File: src/rtl/skip_pkg.sv
// Package: shared widths and test-code encoding for the skip unit.
// Assumes an 8-bit data path. The pointer nibble width is fixed by the pointer test.
package skip_pkg;
    localparam int DATA_W = 8;
    localparam int PTR_W  = 4;
    localparam int IDX_W  = $clog2(DATA_W);

    typedef enum logic [3:0] {
        TC_EQ_ACC  = 4'd0,
        TC_EQ_MIMM = 4'd1,
        TC_NE_ACC  = 4'd2,
        TC_GT_ACC  = 4'd3,
        TC_PTR_NE  = 4'd4,
        TC_AND_Z   = 4'd5,
        TC_DEC_Z   = 4'd6,
        TC_BIT_ACC = 4'd7,
        TC_BIT_MEM = 4'd8,
        TC_CARRY   = 4'd9,
        TC_NCARRY  = 4'd10
    } test_code_e;
endpackage

File: src/rtl/skip_compare.sv
// Module: skip_compare
// Purely combinational magnitude and equality outcomes for the compare-type tests.
// Assumes unsigned operands. The pointer compare uses the low PTR_W bits only.
module skip_compare #(
    parameter int DW = 8,
    parameter int PW = 4
) (
    input  logic [DW-1:0] acc,
    input  logic [DW-1:0] mem_op,
    input  logic [DW-1:0] imm,
    input  logic [DW-1:0] b_ptr,
    output logic          acc_eq_mem,
    output logic          mem_eq_imm,
    output logic          acc_gt_mem,
    output logic          ptr_eq_imm,
    output logic          and_zero
);
    // Compute each relation once so that the selector only routes.
    always_comb begin
        acc_eq_mem = (acc == mem_op);
        mem_eq_imm = (mem_op == imm);
        acc_gt_mem = (acc > mem_op);
        ptr_eq_imm = (b_ptr[PW-1:0] == imm[PW-1:0]);
        and_zero   = ((acc & imm) == '0);
    end
endmodule

File: src/rtl/skip_decrement.sv
// Module: skip_decrement
// Decrements a register by one with modulo wrap and flags a zero result.
// Assumes the caller decides whether the result is written back.
module skip_decrement #(
    parameter int DW = 8
) (
    input  logic [DW-1:0] reg_in,
    output logic [DW-1:0] reg_dec,
    output logic          dec_zero
);
    // Wrap is natural: all-zero minus one gives all-ones.
    always_comb begin
        reg_dec  = reg_in - DW'(1);
        dec_zero = (reg_dec == '0);
    end
endmodule

File: src/rtl/skip_bit_test.sv
// Module: skip_bit_test
// Selects one bit of a byte by index. Index 0 is the least significant bit.
// Assumes the index width covers the data width exactly.
module skip_bit_test #(
    parameter int DW = 8,
    parameter int IW = 3
) (
    input  logic [DW-1:0] data,
    input  logic [IW-1:0] idx,
    output logic          bit_set
);
    logic [DW-1:0] sel_mask;

    // Build a one-hot mask, one lane per bit position.
    for (genvar g = 0; g < DW; g++) begin : g_lane
        assign sel_mask[g] = (idx == IW'(g));
    end

    // Reduce the masked byte to a single flag.
    always_comb bit_set = |(data & sel_mask);
endmodule

File: src/rtl/cond_skip_unit.sv
// Module: cond_skip_unit (top)
// Resolves a test code and its operands into a registered one-cycle skip request.
// The decrement test also returns the new register value.
// Assumes operands are stable with in_valid. Reset is synchronous and active low.
module cond_skip_unit
    import skip_pkg::*;
#(
    parameter int DW = DATA_W,
    parameter int PW = PTR_W,
    parameter int IW = IDX_W
) (
    input  logic          clk,
    input  logic          rst_n,
    input  logic          in_valid,
    input  logic [3:0]    test_code,
    input  logic [DW-1:0] acc,
    input  logic [DW-1:0] mem_op,
    input  logic [DW-1:0] imm,
    input  logic [DW-1:0] b_ptr,
    input  logic [DW-1:0] dec_reg,
    input  logic [IW-1:0] bit_idx,
    input  logic          carry,
    output logic          out_valid,
    output logic          skip,
    output logic [DW-1:0] dec_value,
    output logic          dec_write
);
    logic          acc_eq_mem, mem_eq_imm, acc_gt_mem, ptr_eq_imm, and_zero;
    logic [DW-1:0] reg_dec;
    logic          dec_zero;
    logic          acc_bit, mem_bit;
    logic          skip_d, wr_d;

    skip_compare #(.DW(DW), .PW(PW)) u_cmp (
        .acc(acc), .mem_op(mem_op), .imm(imm), .b_ptr(b_ptr),
        .acc_eq_mem(acc_eq_mem), .mem_eq_imm(mem_eq_imm),
        .acc_gt_mem(acc_gt_mem), .ptr_eq_imm(ptr_eq_imm), .and_zero(and_zero)
    );

    skip_decrement #(.DW(DW)) u_dec (
        .reg_in(dec_reg), .reg_dec(reg_dec), .dec_zero(dec_zero)
    );

    skip_bit_test #(.DW(DW), .IW(IW)) u_bit_acc (
        .data(acc), .idx(bit_idx), .bit_set(acc_bit)
    );

    skip_bit_test #(.DW(DW), .IW(IW)) u_bit_mem (
        .data(mem_op), .idx(bit_idx), .bit_set(mem_bit)
    );

    // Map each test to its skip polarity. Execute-if-true tests skip on false.
    always_comb begin
        skip_d = 1'b0;
        wr_d   = 1'b0;
        unique case (test_code)
            TC_EQ_ACC:  skip_d = !acc_eq_mem;
            TC_EQ_MIMM: skip_d = !mem_eq_imm;
            TC_NE_ACC:  skip_d = acc_eq_mem;
            TC_GT_ACC:  skip_d = !acc_gt_mem;
            TC_PTR_NE:  skip_d = ptr_eq_imm;
            TC_AND_Z:   skip_d = and_zero;
            TC_DEC_Z: begin
                skip_d = dec_zero;
                wr_d   = 1'b1;
            end
            TC_BIT_ACC: skip_d = !acc_bit;
            TC_BIT_MEM: skip_d = !mem_bit;
            TC_CARRY:   skip_d = !carry;
            TC_NCARRY:  skip_d = carry;
            default:    skip_d = 1'b0;
        endcase
    end

    // Register the outcome. Flags are gated by the request strobe.
    always_ff @(posedge clk) begin
        if (!rst_n) begin
            out_valid <= 1'b0;
            skip      <= 1'b0;
            dec_write <= 1'b0;
            dec_value <= '0;
        end else begin
            out_valid <= in_valid;
            skip      <= in_valid & skip_d;
            dec_write <= in_valid & wr_d;
            if (in_valid) dec_value <= reg_dec;
        end
    end

    // strobe latency and gating of the flags.
    p_latency_r2: assert property (@(posedge clk) disable iff (!rst_n)
        (in_valid && rst_n) |=> out_valid);
    p_idle_r2: assert property (@(posedge clk) disable iff (!rst_n)
        !in_valid |=> !out_valid);
    p_skip_gated_r2: assert property (@(posedge clk) disable iff (!rst_n)
        (skip || dec_write) |-> out_valid);
    // a zero register wraps to all ones and does not skip.
    p_dec_wrap_r9: assert property (@(posedge clk) disable iff (!rst_n)
        (in_valid && test_code == TC_DEC_Z && dec_reg == '0)
        |=> (dec_write && !skip && dec_value == '1));
    // carry polarity of the two carry tests.
    p_carry_r11: assert property (@(posedge clk) disable iff (!rst_n)
        (in_valid && test_code == TC_CARRY) |=> (skip == !$past(carry)));
    p_ncarry_r11: assert property (@(posedge clk) disable iff (!rst_n)
        (in_valid && test_code == TC_NCARRY) |=> (skip == $past(carry)));
    // unassigned codes stay silent.
    p_unassigned_r12: assert property (@(posedge clk) disable iff (!rst_n)
        (in_valid && test_code > 4'd10) |=> (!skip && !dec_write));
endmodule

File: config.mk
export PLATFORM = sky130hd
export DESIGN_NAME = cond_skip_unit
export DESIGN_NICKNAME = d
export VERILOG_FILES = /design/src/rtl/skip_pkg.sv /design/src/rtl/skip_compare.sv /design/src/rtl/skip_decrement.sv /design/src/rtl/skip_bit_test.sv /design/src/rtl/cond_skip_unit.sv
export SDC_FILE = /design/constraint.sdc
export NUM_CORES = 1
export LEC_CHECK = 0
export BUFFER_PORTS_ARGS = -buffer_cell sky130_fd_sc_hd__buf_2
export CORE_UTILIZATION = 30
export DETAILED_ROUTE_END_ITERATION = 6
export GPL_ROUTABILITY_DRIVEN = 1
export SLEW_MARGIN = 20
export SYNTH_ARGS = -nofsm -noshare
export SYNTH_HDL_FRONTEND = slang
export SYNTH_HIERARCHICAL = 1
export SYNTH_SLANG_ARGS = --single-unit
File: constraint.sdc
create_clock -name clk -period 2 [get_ports clk]
set_input_delay 0.4 -clock clk [delete_from_list [all_inputs] [get_ports clk]]
set_output_delay 0.4 -clock clk [all_outputs]
set_load 0.01 [all_outputs]
==> results of run 1 <==
Yosys cell counts, drive strengths merged, types with 3 or more instances:
master	number	share of area
inv	13	0.041
xnor2	10	0.073
a21oi	5	0.024
nor2b	10	0.059
mux2i	9	0.075
nor4	3	0.033
dfxtp	11	0.18
xor2	8	0.059
mux4	4	0.088
nor2	7	0.022
ha	10	0.10
nand2	6	0.019
a22oi	5	0.031
nand4	5	0.031
power breakdown:
group          internal (mW)  switching (mW)
clock                  0.139          0.0768
combinational          0.144           0.133
sequential             0.233         0.00501
worst max path at each step:
| stage | slack, ps | startpoint | cells past startpoint | end |
|---|---|---|---|---|
| finish | 120 | bit_idx[1] | 7 | skip |
| global route | 10 | bit_idx[1] | 7 | skip |
| CTS | 110 | bit_idx[1] | 7 | skip |
| detailed placement | -120 | bit_idx[1] | 7 | skip |
| global placement | -130 | bit_idx[1] | 7 | skip |
| floorplan | 90 | bit_idx[1] | 6 | skip |
sequential cells by signal, indices dropped and copies added, names as in the netlist:
| register | count |
|---|---|
| dec_value | 8 |
| dec_write | 1 |
| out_valid | 1 |
| skip | 1 |
kinds of logic (layout without fill, tap and decap cells):
family / count (synthesis) / count (layout) / synth area share
mux: 15 / 15 / 0.182
xor+xnor: 18 / 18 / 0.132
flops: 11 / 11 / 0.184
fa+ha+maj: 10 / 10 / 0.104
buf+inv: 15 / 87 / 0.0491
simple gates: 40 / 40 / 0.224
compound gates: 20 / 20 / 0.125
area by class of cell:
type	count	area, sq um	share of cell area
clock buffer	4	45.0	0.0268
inverter	13	48.8	0.0290
multi-input combinational	103	923	0.550
sequential	11	220	0.131
tap	48	60.1	0.0357
timing repair buffer	70	383	0.228
through the flow:
step | hold slack (ps) | setup TNS [ps] | util
after global routing | 494 | 0 | 0.449
after detailed placement | 508 | -122 | 0.435
after CTS | 497 | 0 | 0.448
final | 491 | 0 | 0.449
after floorplan | 528 | 0 | -
after global placement | 495 | -134 | 0.435
per-layer routing:
| layer | track usage | vias up | part of all wire |
|---|---|---|---|
| met1 | 0.190 | 514 | 0.46 |
| met4 | 0.0815 | 0 | 0.025 |
| met5 | 0 | - | 0 |
| li1 | - | 619 | - |
| met2 | 0.254 | 64 | 0.44 |
| met3 | 0.0226 | 7 | 0.073 |
==> impl_metrics.yaml, run 1 <==
floorplan:
  chipWidth_microns: 65.2
  die_area_sq_um: 4250
  io_pins: 62
  initial_core_util: 0.320
  die_y_microns: 65.2
  row_count: 22
  core-area_sq_um: 3740
finish:
  diodes: 0
  layout.nets: 263
  drive_gt1_frac: 0.418
  instances_no_fill: 249
  synthToLayoutAreaGrowth_pct: 40.3
  mostFrequentLayoutCell: "buf_2"
  fill_cells: 389
  layout_common_cells: "57 x buf_2, 13 x inv_1, 13 x buf_4"
  postLayoutCellArea_sq_um: 1680
clock_tree:
  post-cts-setup-buffers: 0
  ctsHoldBuffers: 0
  cts_resized: 0
  cts-buffers-inserted: 3
  clk_pin_slew_worst_paths_ps: 50
  clock_sinks: 11
  clock_latency_ps: 240
  cts_tree: "built"
  h-tree-depth: 1
  cts-root-buf: "clkbuf_8"
  cts_buffer_depth: 2
power:
  finalPower_mw: 0.731
  ir_drop_v: 0.000147
  p_per_area_nw_per_um2: 435
  leakagePower_nw: 0.832
setup_path:
  r2r_start: "dec_value[3]"
  worstPathMaxFanout: 3
  worstPathRequired_ps: 2160
  critical_path_class: "in2reg"
  worstPathArrival_ps: 2040
  end_kind: "flop"
  critPathTopFamily: "multiplexers"
  r2r_slack_ps: 1400
  path_buf_inv: 1
  critPathLaunchType: "input port"
  crit-reg2reg-capture: "dec_value[3]"
  critical-path-max-stage-delay_ps: 540
  cp_slowest_cell: "mux4_1"
  worstPathCellList: "buf_2 -> mux4_1 -> mux2_2 -> nor3b_2 -> a31oi_1 -> o32a_1 -> a41oi_2"
  r2r_cells: 2
synth:
  synth_edf_count: 0
  ys_warn_count: 6
  async_flop_share: 0
  synth-main-ff-cell: "dfxtp_1"
  syn_area_sq_um: 1200
  seq_area_frac_synth: 0.184
  synth.avg_cell_area_sq_um: 9.28
  synth_cells: 129
  synth_seq_cells: 11
  ys_types: 37
  syn-num-nets: 190
routing:
  detail-route-antenna-nets: 0
  route.detailed.drc: 0
  viasPerCell: 4.84
  routedWlPerCell_microns: 12.2
  dr_total_vias: 1204
  wl_microns: 3030
  first_pass_iters: 4
  drtIter0Drc: 41
sta:
  period_minus_slack_ps: 1880
  tightest_slew_ps: 312
  rsz0062_at_grt: "no"
  period_share: 0.940
  fmax_mhz: 532
  slew_headroom: 0.789
  worst_slack_ps: 120
  hold_violations: 0
  finalMaxSlewViolations: 0
  final.setup_skew_ps: 0
  setup_viol: 0
placed_design:
  placed_area_sq_um: 1630
  place_ws_ps: -122
  place.gp.congestion: 0.893
  hpwl_microns: 2630
  io_buffer_count: 57
  dp.cells: 245
global_routing:
  antenna_found_initial: 0
  grt_pass1_vias: 1146
  overflow: 0
  grt_max_degree: 10
  track_usage: 0.153
  grt_pass1_wl_microns: 4860
run:
  cap_violations: 0
hold_path:
  min_to: "dec_value[3]"
  hp-start: "rst_n"
  hold_class: "in2reg"
  whs_path_depth: 2
status:
  status: "complete, no violations"
Power figures use the tool's default switching activity.
==> run 2: changes to the inputs <==
--- a/config.mk
+++ b/config.mk
@@ -5,6 +5,7 @@
 export SDC_FILE = /design/constraint.sdc
 export NUM_CORES = 1
 export LEC_CHECK = 0
+export ABC_AREA = 1
 export BUFFER_PORTS_ARGS = -buffer_cell sky130_fd_sc_hd__buf_2
 export CORE_UTILIZATION = 30
 export DETAILED_ROUTE_END_ITERATION = 6
==> impl_metrics.yaml, run 2 <==
finish:
  mostFrequentLayoutCell: "buf_2"
  largest_register: "dec_value"
  drive_gt1_frac: 0.289
  synthToLayoutAreaGrowth_pct: 28.2
  layout_common_cells: "57 x buf_2, 56 x nand2_1, 36 x nor2_1"
  fill_cells: 483
  post-route-util: 0.405
  layout.nets: 356
  ff_latch_area_sq_um: 220
  multi_input_area_sq_um: 1000
  diodes: 0
  largest_reg_flops: 8
clock_tree:
  ctsHoldBuffers: 0
  h-tree-depth: 1
  cts-buffers-inserted: 3
  cts_resized: 0
  cts_tree: "built"
  clk_pin_slew_worst_paths_ps: 50
  cts_buffer_depth: 2
  post-cts-setup-buffers: 0
  clock_latency_ps: 240
  cts-root-buf: "clkbuf_8"
  clock_sinks: 11
synth:
  synth_edf_count: 0
  ys_warn_count: 6
  syn_area_sq_um: 1390
  synth.avg_cell_area_sq_um: 5.92
  synth_cells: 234
  ys_top_cells_by_count: "56 x nand2_1, 36 x nor2_1, 35 x inv_1, 20 x nand3_1, 14 x nand4_1"
  synth.most_common_cell: "nand2_1"
  ys_types: 25
  synth-main-ff-cell: "dfxtp_1"
  synth_seq_cells: 11
  synth_top_area_frac: 0.159
  netlist.top_cell.by_area: "dfxtp_1"
  synthTopCellsByArea: "dfxtp_1 16%, nand2_1 15%, nor2_1 9.7%"
  seq_area_frac_synth: 0.159
  syn-num-nets: 295
  async_flop_share: 0
global_routing:
  grt_pass1_wl_microns: 5930
  grt_max_degree: 11
  use_met1: 0.193
  overflow: 0
  use_met2: 0.247
  grt_pass1_vias: 1434
  track_usage: 0.147
  antenna_found_initial: 0
  grt_busiest_layer: "met2"
  gr-usage-met3: 0.0274
placed_design:
  hpwl_microns: 3020
  io_buffer_count: 57
  place.gp.congestion: 0.800
setup_path:
  worstPathRequired_ps: 2140
  end_kind: "flop"
  worstPathMaxFanout: 6
  worstPathArrival_ps: 1710
  cp_slowest_cell: "ha_1"
  worstPathCellList: "buf_2 -> inv_2 -> ha_1 -> inv_1 -> nor2_2 -> nand4_1 -> nand2_2 -> inv_2 -> nand2_1 -> nor2_2 -> nand3_1 -> nand2_1 -> nor2_1 -> nand3_1 -> nand2_1 -> inv_1"
  critical_path_class: "in2reg"
  path_common_cell: "nand2_1"
  critical-path-max-stage-delay_ps: 210
  critPathLaunchType: "input port"
run:
  cap_violations: 0
status:
  status: "complete, no violations"
power:
  p_per_area_nw_per_um2: 424
  leakagePower_nw: 1.04
  ir_drop_v: 0.000248
routing:
  viasPerCell: 4.65
  dr_total_vias: 1610
  detail-route-antenna-nets: 0
  wl_microns: 3520
  first_pass_iters: 4
  route.detailed.drc: 0
  drtIter0Drc: 39
  routedWlPerCell_microns: 10.2
sta:
  final.setup_skew_ps: 0
  period_minus_slack_ps: 1570
  slew_headroom: 0.856
  tightest_slew_ps: 214
  fmax_mhz: 638
  finalMaxSlewViolations: 0
  whs_ps: 469
  rsz0062_at_grt: "no"
  setup_tns_ps: 0
  period_share: 0.783
  hold_violations: 0
  setup_viol: 0
floorplan:
  die_area_sq_um: 4900
  row_count: 24
  core-area_sq_um: 4380
  io_pins: 62
  initial_core_util: 0.316
  chipWidth_microns: 70.0
  die_y_microns: 70.0
hold_path:
  hold_class: "in2reg"
run 2: where the power goes:
part	switching [mW]	internal [mW]	total [mW]
clock	0.0809	0.140	0.221
combinational	0.171	0.122	0.293
sequential	0.00500	0.234	0.239
run 2: final timing paths:
path	start	end	slack, ps	cells after the start
max reg2reg	dec_value[6]	dec_value[6]	1380	2
max	dec_reg[0]	skip	430	16
min reg2reg	dec_value[7]	dec_value[7]	490	2
min	rst_n	dec_value[4]	470	3
run 2: metrics by stage:
stage / instance area (sq um) / total power, mW / instances / setup slack, ps
after floorplan: 1390 / 0.412 / 234 / 439
after global placement: 1730 / 0.535 / 342 / 186
after detailed placement: 1730 / 0.537 / 342 / 189
after CTS: 1780 / 0.762 / 346 / 433
after global routing: 1780 / 0.812 / 346 / 209
final: 1780 / 0.753 / 346 / 433
run 2: cell families (layout without fill, tap and decap cells):
family                     after synthesis  count (layout)  share of synthesized area
and+or+nand+nor                        142             142                      0.481
buffers and inverters                   44             104                      0.120
DFF                                     11              11                      0.159
xor gates and xnor gates                13              13                     0.0930
adders and majority gates               10              10                     0.0903
AOI/OAI and AO/OA                       14              14                     0.0569
run 2: layout make-up:
class | instances | area share
inverter | 43 | 0.0908
sequential | 11 | 0.124
tap | 52 | 0.0366
clock buffer | 4 | 0.0254
timing repair buffer | 57 | 0.161
multi-input combinational | 179 | 0.563
run 2: per-layer routing:
| layer | share of wire | vias up |
|---|---|---|
| met5 | 0 | - |
| met4 | 0.0071 | 0 |
| met3 | 0.042 | 6 |
| met2 | 0.46 | 46 |
| met1 | 0.49 | 697 |
| li1 | - | 861 |
run 2: critical path: cells and delay by family:
kind	cells	cell delay, ps
fa+ha+maj	1	210
buf+inv	5	330
simple gates	10	750
